--- src/rtl/vscan_pkg.sv ---
`timescale 1ns/1ps
package vscan_pkg;
  typedef enum logic [1:0] {
    ST_IDLE = 2'd0,
    ST_PREP = 2'd1,
    ST_RUN  = 2'd2
  } vscan_st_e;
endpackage

--- src/rtl/vscan_energy_mem.sv ---
`timescale 1ns/1ps
module vscan_energy_mem #(
  parameter int EW = 8,
  parameter int AW = 4
) (
  input  logic          clk_i,
  input  logic          we_i,
  input  logic [AW-1:0] waddr_i,
  input  logic [EW-1:0] wdata_i,
  input  logic [AW-1:0] raddr_i,
  output logic [EW-1:0] rdata_o
);
  localparam int DEPTH = 1 << AW;

  logic [EW-1:0] mem_q [DEPTH];

  always_ff @(posedge clk_i) begin
    if (we_i) mem_q[waddr_i] <= wdata_i;
  end

  assign rdata_o = mem_q[raddr_i];
endmodule

--- src/rtl/vscan_period_div.sv ---
`timescale 1ns/1ps
module vscan_period_div #(
  parameter int EW      = 8,
  parameter int PW      = 8,
  parameter int K_SCALE = 4,
  parameter int NUMW    = 11,
  parameter int TW      = 12
) (
  input  logic          clk_i,
  input  logic          rst_ni,
  input  logic          kick_i,
  input  logic [EW-1:0] energy_i,
  input  logic [PW-1:0] pmax_i,
  output logic [TW-1:0] per_o,
  output logic          done_o
);
  localparam int CNTW = $clog2(NUMW + 1);

  logic [NUMW-1:0] num_q, quo_q, num_ld, bias;
  logic [PW-1:0]   rem_q, den_q, rem_dif;
  logic [PW:0]     rem_sh;
  logic [CNTW-1:0] cnt_q;
  logic            done_q, ge;

  // ceil(e*K/p) as floor((e*K + p-1)/p); p = 0 gives all ones
  assign bias    = (pmax_i == '0) ? '0 : NUMW'(pmax_i - PW'(1));
  assign num_ld  = NUMW'(energy_i) * NUMW'(K_SCALE) + bias;
  assign rem_sh  = {rem_q, num_q[NUMW-1]};
  assign ge      = rem_sh >= {1'b0, den_q};
  assign rem_dif = rem_sh[PW-1:0] - den_q;

  always_ff @(posedge clk_i or negedge rst_ni) begin
    if (!rst_ni) begin
      num_q  <= '0;
      quo_q  <= '0;
      rem_q  <= '0;
      den_q  <= '0;
      cnt_q  <= '0;
      done_q <= 1'b0;
    end else if (kick_i) begin
      num_q  <= num_ld;
      den_q  <= pmax_i;
      rem_q  <= '0;
      quo_q  <= '0;
      cnt_q  <= CNTW'(NUMW);
      done_q <= 1'b0;
    end else if (cnt_q != '0) begin
      num_q  <= {num_q[NUMW-2:0], 1'b0};
      rem_q  <= ge ? rem_dif : rem_sh[PW-1:0];
      quo_q  <= {quo_q[NUMW-2:0], ge};
      cnt_q  <= cnt_q - CNTW'(1);
      done_q <= (cnt_q == CNTW'(1));
    end else begin
      done_q <= 1'b0;
    end
  end

  generate
    if (NUMW > TW) begin : g_sat
      assign per_o = (|quo_q[NUMW-1:TW]) ? '1 : quo_q[TW-1:0];
    end else begin : g_ext
      assign per_o = TW'(quo_q);
    end
  endgenerate

  assign done_o = done_q;
endmodule

--- src/rtl/vscan_seq.sv ---
`timescale 1ns/1ps
module vscan_seq #(
  parameter int SW = 8,
  parameter int VW = 8,
  parameter int IW = 18
) (
  input  logic          clk_i,
  input  logic          rst_ni,
  input  logic          init_i,
  input  logic          adv_i,
  input  logic [SW-1:0] n_sff_i,
  input  logic [VW-1:0] n_comb_i,
  output logic          cap_o,
  output logic          nxt_cap_o,
  output logic          last_o,
  output logic [IW-1:0] idx_o
);
  logic          cap_q;
  logic [SW+1:0] seg_q;  // shift cycles left in segment after the current one
  logic [VW-1:0] vec_q;  // captures still to come
  logic [IW-1:0] idx_q;

  always_ff @(posedge clk_i or negedge rst_ni) begin
    if (!rst_ni) begin
      cap_q <= 1'b0;
      seg_q <= '0;
      vec_q <= '0;
      idx_q <= '0;
    end else if (init_i) begin
      cap_q <= 1'b0;
      seg_q <= {1'b0, n_sff_i, 1'b0} + (SW+2)'(3);  // flush + first load
      vec_q <= n_comb_i;
      idx_q <= '0;
    end else if (adv_i) begin
      idx_q <= idx_q + IW'(1);
      if (cap_q) begin
        cap_q <= 1'b0;
        seg_q <= {2'b00, n_sff_i} - (SW+2)'(1);
      end else if (seg_q != '0) begin
        seg_q <= seg_q - (SW+2)'(1);
      end else if (vec_q != '0) begin
        cap_q <= 1'b1;
        vec_q <= vec_q - VW'(1);
      end
    end
  end

  assign cap_o     = cap_q;
  assign nxt_cap_o = !cap_q && (seg_q == '0) && (vec_q != '0);
  assign last_o    = !cap_q && (seg_q == '0) && (vec_q == '0);
  assign idx_o     = idx_q;
endmodule

--- src/rtl/vscan_clk_gen.sv ---
`timescale 1ns/1ps
module vscan_clk_gen
  import vscan_pkg::*;
#(
  parameter int EW      = 8,
  parameter int PW      = 8,
  parameter int K_SCALE = 4,
  parameter int TW      = 12,
  parameter int AW      = 4,
  parameter int SW      = 8,
  parameter int VW      = 8,
  parameter int CW      = 32,
  localparam int IW     = SW + VW + 2
) (
  input  logic          clk_i,
  input  logic          rst_ni,
  input  logic          start_i,
  input  logic          sync_mode_i,
  input  logic [PW-1:0] p_max_i,
  input  logic [EW-1:0] e_max_i,
  input  logic [TW-1:0] min_shift_i,
  input  logic [TW-1:0] min_cap_i,
  input  logic [TW-1:0] high_i,
  input  logic [SW-1:0] n_sff_i,
  input  logic [VW-1:0] n_comb_i,
  input  logic          mem_we_i,
  input  logic [AW-1:0] mem_addr_i,
  input  logic [EW-1:0] mem_data_i,
  output logic          scan_clk_o,
  output logic          scan_en_o,
  output logic [IW-1:0] cycle_idx_o,
  output logic          busy_o,
  output logic          done_o,
  output logic [CW-1:0] tick_cnt_o
);
  localparam int KS_W  = $clog2(K_SCALE);
  localparam int NUMW  = (((EW + KS_W) > PW) ? (EW + KS_W) : PW) + 1;
  localparam int FLOOR = NUMW + 2;  // divider must finish inside one period
  localparam logic [TW:0] FLOOR_V = (TW+1)'(FLOOR);

  vscan_st_e     st_q, st_d;
  logic [TW-1:0] ph_q, ph_d, per_q, per_d, hi_eff, div_per, new_per;
  logic          clk_q, clk_d, done_q;
  logic [CW-1:0] tick_q;
  logic          cap, nxt_cap, last, init, adv, fin, div_kick, div_done;
  logic          last_tick, load_cap;
  logic [IW-1:0] idx;
  logic [AW-1:0] raddr, idx_nx;
  logic [EW-1:0] mem_rd, div_e;
  logic [TW:0]   c_div, c_min, c_hi, m1, m2, mx;

  vscan_energy_mem #(.EW(EW), .AW(AW)) u_mem (
    .clk_i   (clk_i),
    .we_i    (mem_we_i),
    .waddr_i (mem_addr_i),
    .wdata_i (mem_data_i),
    .raddr_i (raddr),
    .rdata_o (mem_rd)
  );

  vscan_period_div #(
    .EW(EW), .PW(PW), .K_SCALE(K_SCALE), .NUMW(NUMW), .TW(TW)
  ) u_div (
    .clk_i    (clk_i),
    .rst_ni   (rst_ni),
    .kick_i   (div_kick),
    .energy_i (div_e),
    .pmax_i   (p_max_i),
    .per_o    (div_per),
    .done_o   (div_done)
  );

  vscan_seq #(.SW(SW), .VW(VW), .IW(IW)) u_seq (
    .clk_i     (clk_i),
    .rst_ni    (rst_ni),
    .init_i    (init),
    .adv_i     (adv),
    .n_sff_i   (n_sff_i),
    .n_comb_i  (n_comb_i),
    .cap_o     (cap),
    .nxt_cap_o (nxt_cap),
    .last_o    (last),
    .idx_o     (idx)
  );

  // look-ahead fetch: the next cycle's energy is divided during the current one
  assign idx_nx = idx[AW-1:0] + AW'(1);
  assign raddr  = (st_q == ST_IDLE) ? '0 : idx_nx;
  assign div_e  = sync_mode_i ? e_max_i : mem_rd;

  assign hi_eff    = (high_i < TW'(2)) ? TW'(2) : high_i;
  assign last_tick = (st_q == ST_RUN) && (ph_q == per_q - TW'(1));
  assign load_cap  = (st_q == ST_RUN) ? nxt_cap : 1'b0;
  assign div_kick  = init || ((st_q == ST_RUN) && (ph_q == '0));

  assign c_div   = {1'b0, div_per};
  assign c_min   = {1'b0, (load_cap ? min_cap_i : min_shift_i)};
  assign c_hi    = {1'b0, hi_eff} + (TW+1)'(1);
  assign m1      = (c_div > c_min) ? c_div : c_min;
  assign m2      = (FLOOR_V > c_hi) ? FLOOR_V : c_hi;
  assign mx      = (m1 > m2) ? m1 : m2;
  assign new_per = mx[TW] ? '1 : mx[TW-1:0];

  always_comb begin
    st_d  = st_q;
    ph_d  = ph_q;
    per_d = per_q;
    init  = 1'b0;
    adv   = 1'b0;
    fin   = 1'b0;
    unique case (st_q)
      ST_IDLE: begin
        if (start_i) begin
          st_d = ST_PREP;
          init = 1'b1;
        end
      end
      ST_PREP: begin
        if (div_done) begin
          st_d  = ST_RUN;
          ph_d  = '0;
          per_d = new_per;
        end
      end
      ST_RUN: begin
        if (last_tick) begin
          if (last) begin
            st_d = ST_IDLE;
            fin  = 1'b1;
          end else begin
            ph_d  = '0;
            per_d = new_per;
            adv   = 1'b1;
          end
        end else begin
          ph_d = ph_q + TW'(1);
        end
      end
      default: st_d = ST_IDLE;
    endcase
  end

  assign clk_d = (st_d == ST_RUN) && (ph_d < hi_eff);

  always_ff @(posedge clk_i or negedge rst_ni) begin
    if (!rst_ni) begin
      st_q   <= ST_IDLE;
      ph_q   <= '0;
      per_q  <= '0;
      clk_q  <= 1'b0;
      done_q <= 1'b0;
      tick_q <= '0;
    end else begin
      st_q  <= st_d;
      ph_q  <= ph_d;
      per_q <= per_d;
      clk_q <= clk_d;
      if (init)     done_q <= 1'b0;
      else if (fin) done_q <= 1'b1;
      if (init)                  tick_q <= '0;
      else if (st_q == ST_RUN)   tick_q <= tick_q + CW'(1);
    end
  end

  assign scan_clk_o  = clk_q;
  assign scan_en_o   = (st_q == ST_RUN) && !cap;
  assign cycle_idx_o = idx;
  assign busy_o      = (st_q != ST_IDLE);
  assign done_o      = done_q;
  assign tick_cnt_o  = tick_q;
endmodule

--- config.mk ---
export PLATFORM = sky130hd
export DESIGN_NAME = vscan_clk_gen
export DESIGN_NICKNAME = d
export VERILOG_FILES = /design/src/rtl/vscan_pkg.sv /design/src/rtl/vscan_energy_mem.sv /design/src/rtl/vscan_period_div.sv /design/src/rtl/vscan_seq.sv /design/src/rtl/vscan_clk_gen.sv
export SDC_FILE = /design/constraint.sdc
export NUM_CORES = 1
export LEC_CHECK = 0
export BUFFER_PORTS_ARGS = -buffer_cell sky130_fd_sc_hd__buf_2
export CORE_MARGIN = 4
export CORE_UTILIZATION = 37
export CTS_CLUSTER_DIAMETER = 40
export DETAILED_ROUTE_END_ITERATION = 12
export PLACE_DENSITY_LB_ADDON = 0.12
export SETUP_SLACK_MARGIN = 0.2
export SYNTH_ARGS = -nofsm -noshare
export SYNTH_HDL_FRONTEND = slang
export SYNTH_SLANG_ARGS = --single-unit
--- constraint.sdc ---
create_clock -name clk_i -period 14.7 [get_ports clk_i]
set_input_delay 4.41 -clock clk_i [delete_from_list [all_inputs] [get_ports clk_i]]
set_output_delay 4.41 -clock clk_i [all_outputs]
set_load 0.02 [all_outputs]
# Word level (Yosys, flattened, before mapping)
# Memory sizes are Yosys's and may differ from the RTL's.
# Index checks and enable logic that the tools add are counted.
[word_totals]
register_bits = 140
ram_bits = 128
input_bits = 85
output_inout_bits = 54
elab_cells = 139
memories = 1
[mem_list]
columns = ["name", "depth", "width", "rd", "rd_clocked_by_memory_dff", "wr", "line_no", "rtl"]
rows = [
  ["u_mem.mem_q", 16, 8, 1, 0, 1, "vscan_energy_mem.sv:15", "logic [EW-1:0] mem_q [DEPTH];"],
]
[classes]
addsub = 14
order_cmp = 6
n_eq_ne = 10
n_mux = 64
n_reduce_logical = 28
[ops]
columns = ["operator", "count"]
rows = [
  ["two-way mux 12 bit", 10],
  ["two-way mux 8 bit", 9],
  ["two-way mux 32 bit", 2],
  ["two-way mux 11 bit", 5],
  ["one-hot mux 12 bit (2 select lines)", 2],
  ["two-way mux 10 bit", 4],
  ["two-way mux 18 bit", 2],
  ["adder 32 x 1 -> 32 bit (second input constant)", 1],
  ["two-way mux 13 bit", 2],
  ["two-way mux 1 bit", 20],
  ["adder 18 x 1 -> 18 bit (second input constant)", 1],
  ["subtractor 8 x 1 -> 9 bit (second input constant)", 2],
  ["zero test 8 bit", 2],
  ["nonzero test 2 bit", 7],
  ["adder 12 x 1 -> 13 bit (second input constant)", 1],
  ["greater-than comparator 12 x 13 -> 1 bit", 1],
  ["greater-than comparator 4 x 13 -> 1 bit (first input constant)", 1],
  ["adder 12 x 1 -> 12 bit (second input constant)", 1],
  ["equality test 12 bit", 1],
  ["greater-than comparator 11 x 12 -> 1 bit", 1],
  ["zero test 12 bit", 1],
  ["< comparator 12 bit", 1],
  ["< comparator 12 x 2 -> 1 bit (second input constant)", 1],
  ["two-way mux 4 bit", 3],
  ["27 further kinds", 41],
]

# Longest topological paths before layout
[depth]
ltp_word = 13
depth_mapped = 27
ltp_nobuf = 22

# Hierarchy
# A second synthesis with hierarchy kept.
[unflattened]
hier_cells = 1415
area_unflattened_um2 = 15443.6
[modules_own_cells]
columns = ["mod", "instances", "cells_each", "area_per_inst_um2", "seq_area_each_um2"]
rows = [
  ["vscan_clk_gen", 1, 613, 5295.1, 1501.4],
  ["vscan_energy_mem", 1, 221, 4987.3, 3843.7],
  ["vscan_period_div", 1, 306, 2721.4, 1076.0],
  ["vscan_seq", 1, 275, 2439.8, 925.9],
]

# Least setup slack after synthesis
# Ideal clock, no wire load.
[synth_path]
path_kind = "input to register"
startpoint = "input high_i[3]"
endpoint = "register per_q[4]"
setup_time_ns = 0.126
arrival_time_ns = 8.479
t_required_ns = 14.574
path_slack_ns = 6.095
stages = 20
n_path_buf = 3
path_cell_list = "clkbuf_1 -> nor4_1 -> nand3_1 -> o21a_1 -> ha_1 -> nor4b_1 -> a2111oi_0 -> nand3b_1 -> or4_1 -> a21boi_0 -> ha_1 -> nand3_1 -> o21ai_0 -> a211oi_1 -> o21ai_0 -> and2_1 -> clkbuf_1 -> clkbuf_1 -> nor2_1 -> o32a_1"
[synth_between]
elab_chain_len = 11
elab_cells_between_ends = 12
cone_classes = "add/sub (1); order compare (3); mux (8)"
[synth_rtl]
columns = ["element", "line_no", "rtl"]
rows = [
  ["start: declaration", "vscan_clk_gen.sv:23", "input logic [TW-1:0] high_i,"],
  ["< comparator 12 x 2 -> 1 bit", "vscan_clk_gen.sv:91", "assign hi_eff = (high_i < TW'(2)) ? TW'(2) : high_i;"],
  ["two-way mux 12 bit (*)", "vscan_clk_gen.sv:91", ""],
  ["adder 12 x 1 -> 13 bit (*)", "vscan_clk_gen.sv:98", "assign c_hi = {1'b0, hi_eff} + (TW+1)'(1);"],
  ["greater-than comparator 4 x 13 -> 1 bit", "vscan_clk_gen.sv:100", "assign m2 = (FLOOR_V > c_hi) ? FLOOR_V : c_hi;"],
  ["two-way mux 13 bit (*)", "vscan_clk_gen.sv:100", ""],
  ["greater-than comparator 12 x 13 -> 1 bit", "vscan_clk_gen.sv:101", "assign mx = (m1 > m2) ? m1 : m2;"],
  ["two-way mux 13 bit (*)", "vscan_clk_gen.sv:101", ""],
  ["two-way mux 12 bit (*)", "vscan_clk_gen.sv:102", "assign new_per = mx[TW] ? '1 : mx[TW-1:0];"],
  ["two-way mux 12 bit", "vscan_clk_gen.sv:127", "if (last) begin"],
  ["two-way mux 12 bit", "vscan_clk_gen.sv:126", "if (last_tick) begin"],
  ["one-hot mux 12 bit (2 select lines) (*)", "vscan_clk_gen.sv:111", "unique case (st_q)"],
  ["end signal: assignment", "vscan_clk_gen.sv:156", "per_q <= per_d;"],
  ["end: declaration", "vscan_clk_gen.sv:42", "logic [TW-1:0] ph_q, ph_d, per_q, per_d, hi_eff, div_per, new_per;"],
]
# Mark *: on every way between the ends. The rest lies on a longest branch, timed or not. The select of a mux whose other input is x is not followed.
# A chain may end at the register's enable or synchronous reset.

# Final worst setup path
[layout_path]
startpoint = "input high_i[9]"
endpoint = "register per_q[4]"
# The elaborated chain is that of the path after synthesis.

==> metrics.txt <==
run status finished, final reports clean; hold buffers post-CTS 0; fin nets 1,835; max_slew headroom 22.1%; number of post-CTS setup repair buffers 0; # rows 73; clk sinks 268; Crit. End Element flop; Post-synth EDFFs 128; Combinational Power Share 26.6%; count leader, synth nand2_1; Seq/Total Area, Yosys 48.4%; max-slew violations 0; yosys warns 0; synthesized cell area 0.0152 mm^2; CTS resizes 0; post-synth cell types 75; switching pwr 946 uW; Crit path largest cell delay 0.56 ns; first-pass GRT wire length 66.4 mm; proportion of layout cells with a drive suffix above 1 15.4%; R2R Setup Slk 8.12 ns; DP Worst Slack 5.55 ns; Synth top cells by count nand2_1 (230), dfrtp_1 (140), edfxtp_1 (128); Critical Path RT 15.14 ns; Setup violations, final 0; RSZ-0062 raised after global routing false; TritonCTS Buffers 48; Pint 1.95 mW; H-tree depth 2; setup TNS 0 ns; Clock Path Buffers 3; CP Class input port to flop; top cell type's share of synthesized area 25.3%; vias in the first global route 11.8k; launch point of the worst reg-to-reg path u_seq.cap_o; Net Sw Frac 32.7%; Synth area leader edfxtp_1; diode count 0; PwrDens 160 mW/mm^2; Final ANT Viol Nets 0; Crit Path Max Fanout 19; Synth Area per Inst 9.80 um^2; WL final 41.6 mm; power share of the sequential group 34.0%; DR pass1 iterations 5; initial antenna violation count 0; Syn-to-layout area delta 19.0%; Worst-Skew Late Latency 0.57 ns; Finished Core Util 45.0%; ys async rst share 52.2%; Root Driver clkbuf_16; I/O pins 139; initial core utilization 37.8%; Worst Tran Pin Value 1.16 ns; Congestion Overflow GR 0; Post-Synthesis Cells 1,548; core area 0.0401 mm^2; Worst R2R End per_q[4]; ys flop type dfrtp_1; largest net degree at the start of global routing 76; Synth area leaders edfxtp_1 (25%), dfrtp_1 (23%), ha_1 (5.7%); final instance area 0.0180 mm^2; maximum VDD drop 0.0864 mV; drt first-iter violations 868; die area 0.0443 mm^2; fmax 115 MHz; via count 12.0k; HP Class flop to flop; Final Critical Period 8.68 ns; post-route clock period utilization 59.0%; worst-path cell chain buf_2 -> nor4_1 -> nand3_1 -> o21a_1 -> ha_1 -> nand3_1 -> nor2_1 -> a2111oi_0 -> nand3b_1 -> or4_1 -> a21boi_0 -> ha_1 -> a21o_1 -> a21oi_1 -> o21ai_0 -> a211oi_1 -> o21ai_0 -> and2_1 -> and2_1 -> o32a_1; drt drc 0; placed cell areas 0.0164 mm^2; chip height 210 um; crit path capture per_q[4]; clock skew after layout 0.0238 ns; die span in x 210 um; Final Hold Violating Endpoints 0; Arr. time, crit path 9.12 ns; Worst Setup SP high_i[9]; CP startpoint kind input port; Clk pwr share 39.4%; TritonCTS clock tree done; MaxCap Viol Count 0; port bufs 138; post-layout worst setup margin 6.02 ns; leakage 7.52 nW; GP Congestion 0.859; Total GRT Usage 18.6%; Clock transition at path regs 0.06 ns; wire per inst 18.6 um; HPWL after DPL 28.9 mm; via-per-instance ratio 5.35; Slowest cell on crit path or4_1; reg2reg path depth 20; FF+latch count, synth 268
-- area by class of cell --
cell class | instances | area, um^2
timing repair buffer | 154 | 817
inverter | 68 | 255
fill | 3803 | 22000
clock buffer | 54 | 1250
tap | 525 | 657
clock inverter | 35 | 409
sequential | 268 | 7350
multi-input combinational | 1139 | 7310
-- layer usage --
layer / share of wire, % / vias up / track usage [%]
met1: 46 / 5827 / 25.9
met2: 47 / 245 / 30.5
met4: 2.3 / 0 / 5.50
li1: - / 5873 / -
met5: 0 / - / 0
met3: 4.3 / 60 / 2.83
-- placed cells by master (no fill, tap or decap), types with 20 or more instances in the layout --
cell and n:
a21oi_1 57, a311oi_1 23, a31oi_1 28, buf_2 137, clkbuf_16 49, dfrtp_1 140
edfxtp_1 128, ha_1 69, inv_1 68, mux2i_1 56, nand2_1 230, nand2b_1 21
nand3_1 62, nand4_1 20, nor2_1 120, nor3_1 29, nor4_1 20, o21ai_0 78
xnor2_1 50, xor2_1 37
-- per-stage QoR --
stage	hold slack [ns]	power, mW	std cells
6_report	0.480	2.90	2243
5_1_grt	0.522	3.08	2243
4_1_cts	0.488	2.93	2243
3_5_place_dp	0.475	1.77	2154
3_3_place_gp	0.470	1.76	2154
2_1_floorplan	0.450	1.55	1549
-- critical path, delay by kind of cell --
family          cells  cell delay (ns)
buf+inv             1             0.17
compound gates      9             1.92
simple gates        8             2.01
fa+ha+maj           2             0.58
-- kinds of logic (layout without fill, tap and decap cells) --
logic type / count (synthesis) / in the layout / synth area share [%]
AO/OA/AOI/OAI: 304 / 304 / 13.3
flip-flops: 268 / 268 / 48.4
AND/OR/NAND/NOR: 611 / 611 / 19.1
buffers and inverters: 142 / 311 / 3.64
multiplexers: 63 / 63 / 4.36
XOR/XNOR: 88 / 88 / 5.17
adder cells (fa/ha/maj): 71 / 71 / 5.96
other: 1 / 2 / 0.0247
-- power groups by stage --
stage	combinational [mW]	clock (mW)	sequential, mW
3_5_place_dp	0.774	0	0.997
2_1_floorplan	0.583	0	0.965
6_report	0.769	1.14	0.985
5_1_grt	0.875	1.20	1.00
4_1_cts	0.780	1.17	0.984
3_3_place_gp	0.765	0	0.994
-- flip-flops by register name (all words and copies together) (netlist names) --
| register | cells |
|---|---|
| u_div.den_q | 8 |
| tick_cnt_o | 32 |
| u_mem.mem_q | 128 |
| st_q | 2 |
| done_o | 1 |
| u_div.num_q | 11 |
| u_seq.seg_q | 10 |
| u_div.rem_q | 8 |
| u_div.cnt_q | 4 |
| u_div.quo_q | 11 |
| ph_q | 12 |
| u_seq.vec_q | 8 |
| per_q | 12 |
| scan_clk_o | 1 |
| u_seq.idx_o | 18 |
| u_seq.cap_o | 1 |
| u_div.done_o | 1 |
-- worst min-delay path by stage --
| stage | startpoint | endpoint | slack (ns) | cells past startpoint |
|---|---|---|---|---|
| CTS | u_div.den_q[7] | u_div.den_q[7] | 0.49 | 2 |
| global route | u_div.den_q[7] | u_div.den_q[7] | 0.52 | 2 |
| floorplan | u_div.den_q[7] | u_div.den_q[7] | 0.45 | 2 |
| detailed placement | u_div.den_q[7] | u_div.den_q[7] | 0.48 | 2 |
| finish | u_div.den_q[7] | u_div.den_q[7] | 0.48 | 2 |
| global placement | u_div.den_q[7] | u_div.den_q[7] | 0.47 | 2 |
Note: power is estimated with default switching activity, not from simulation.
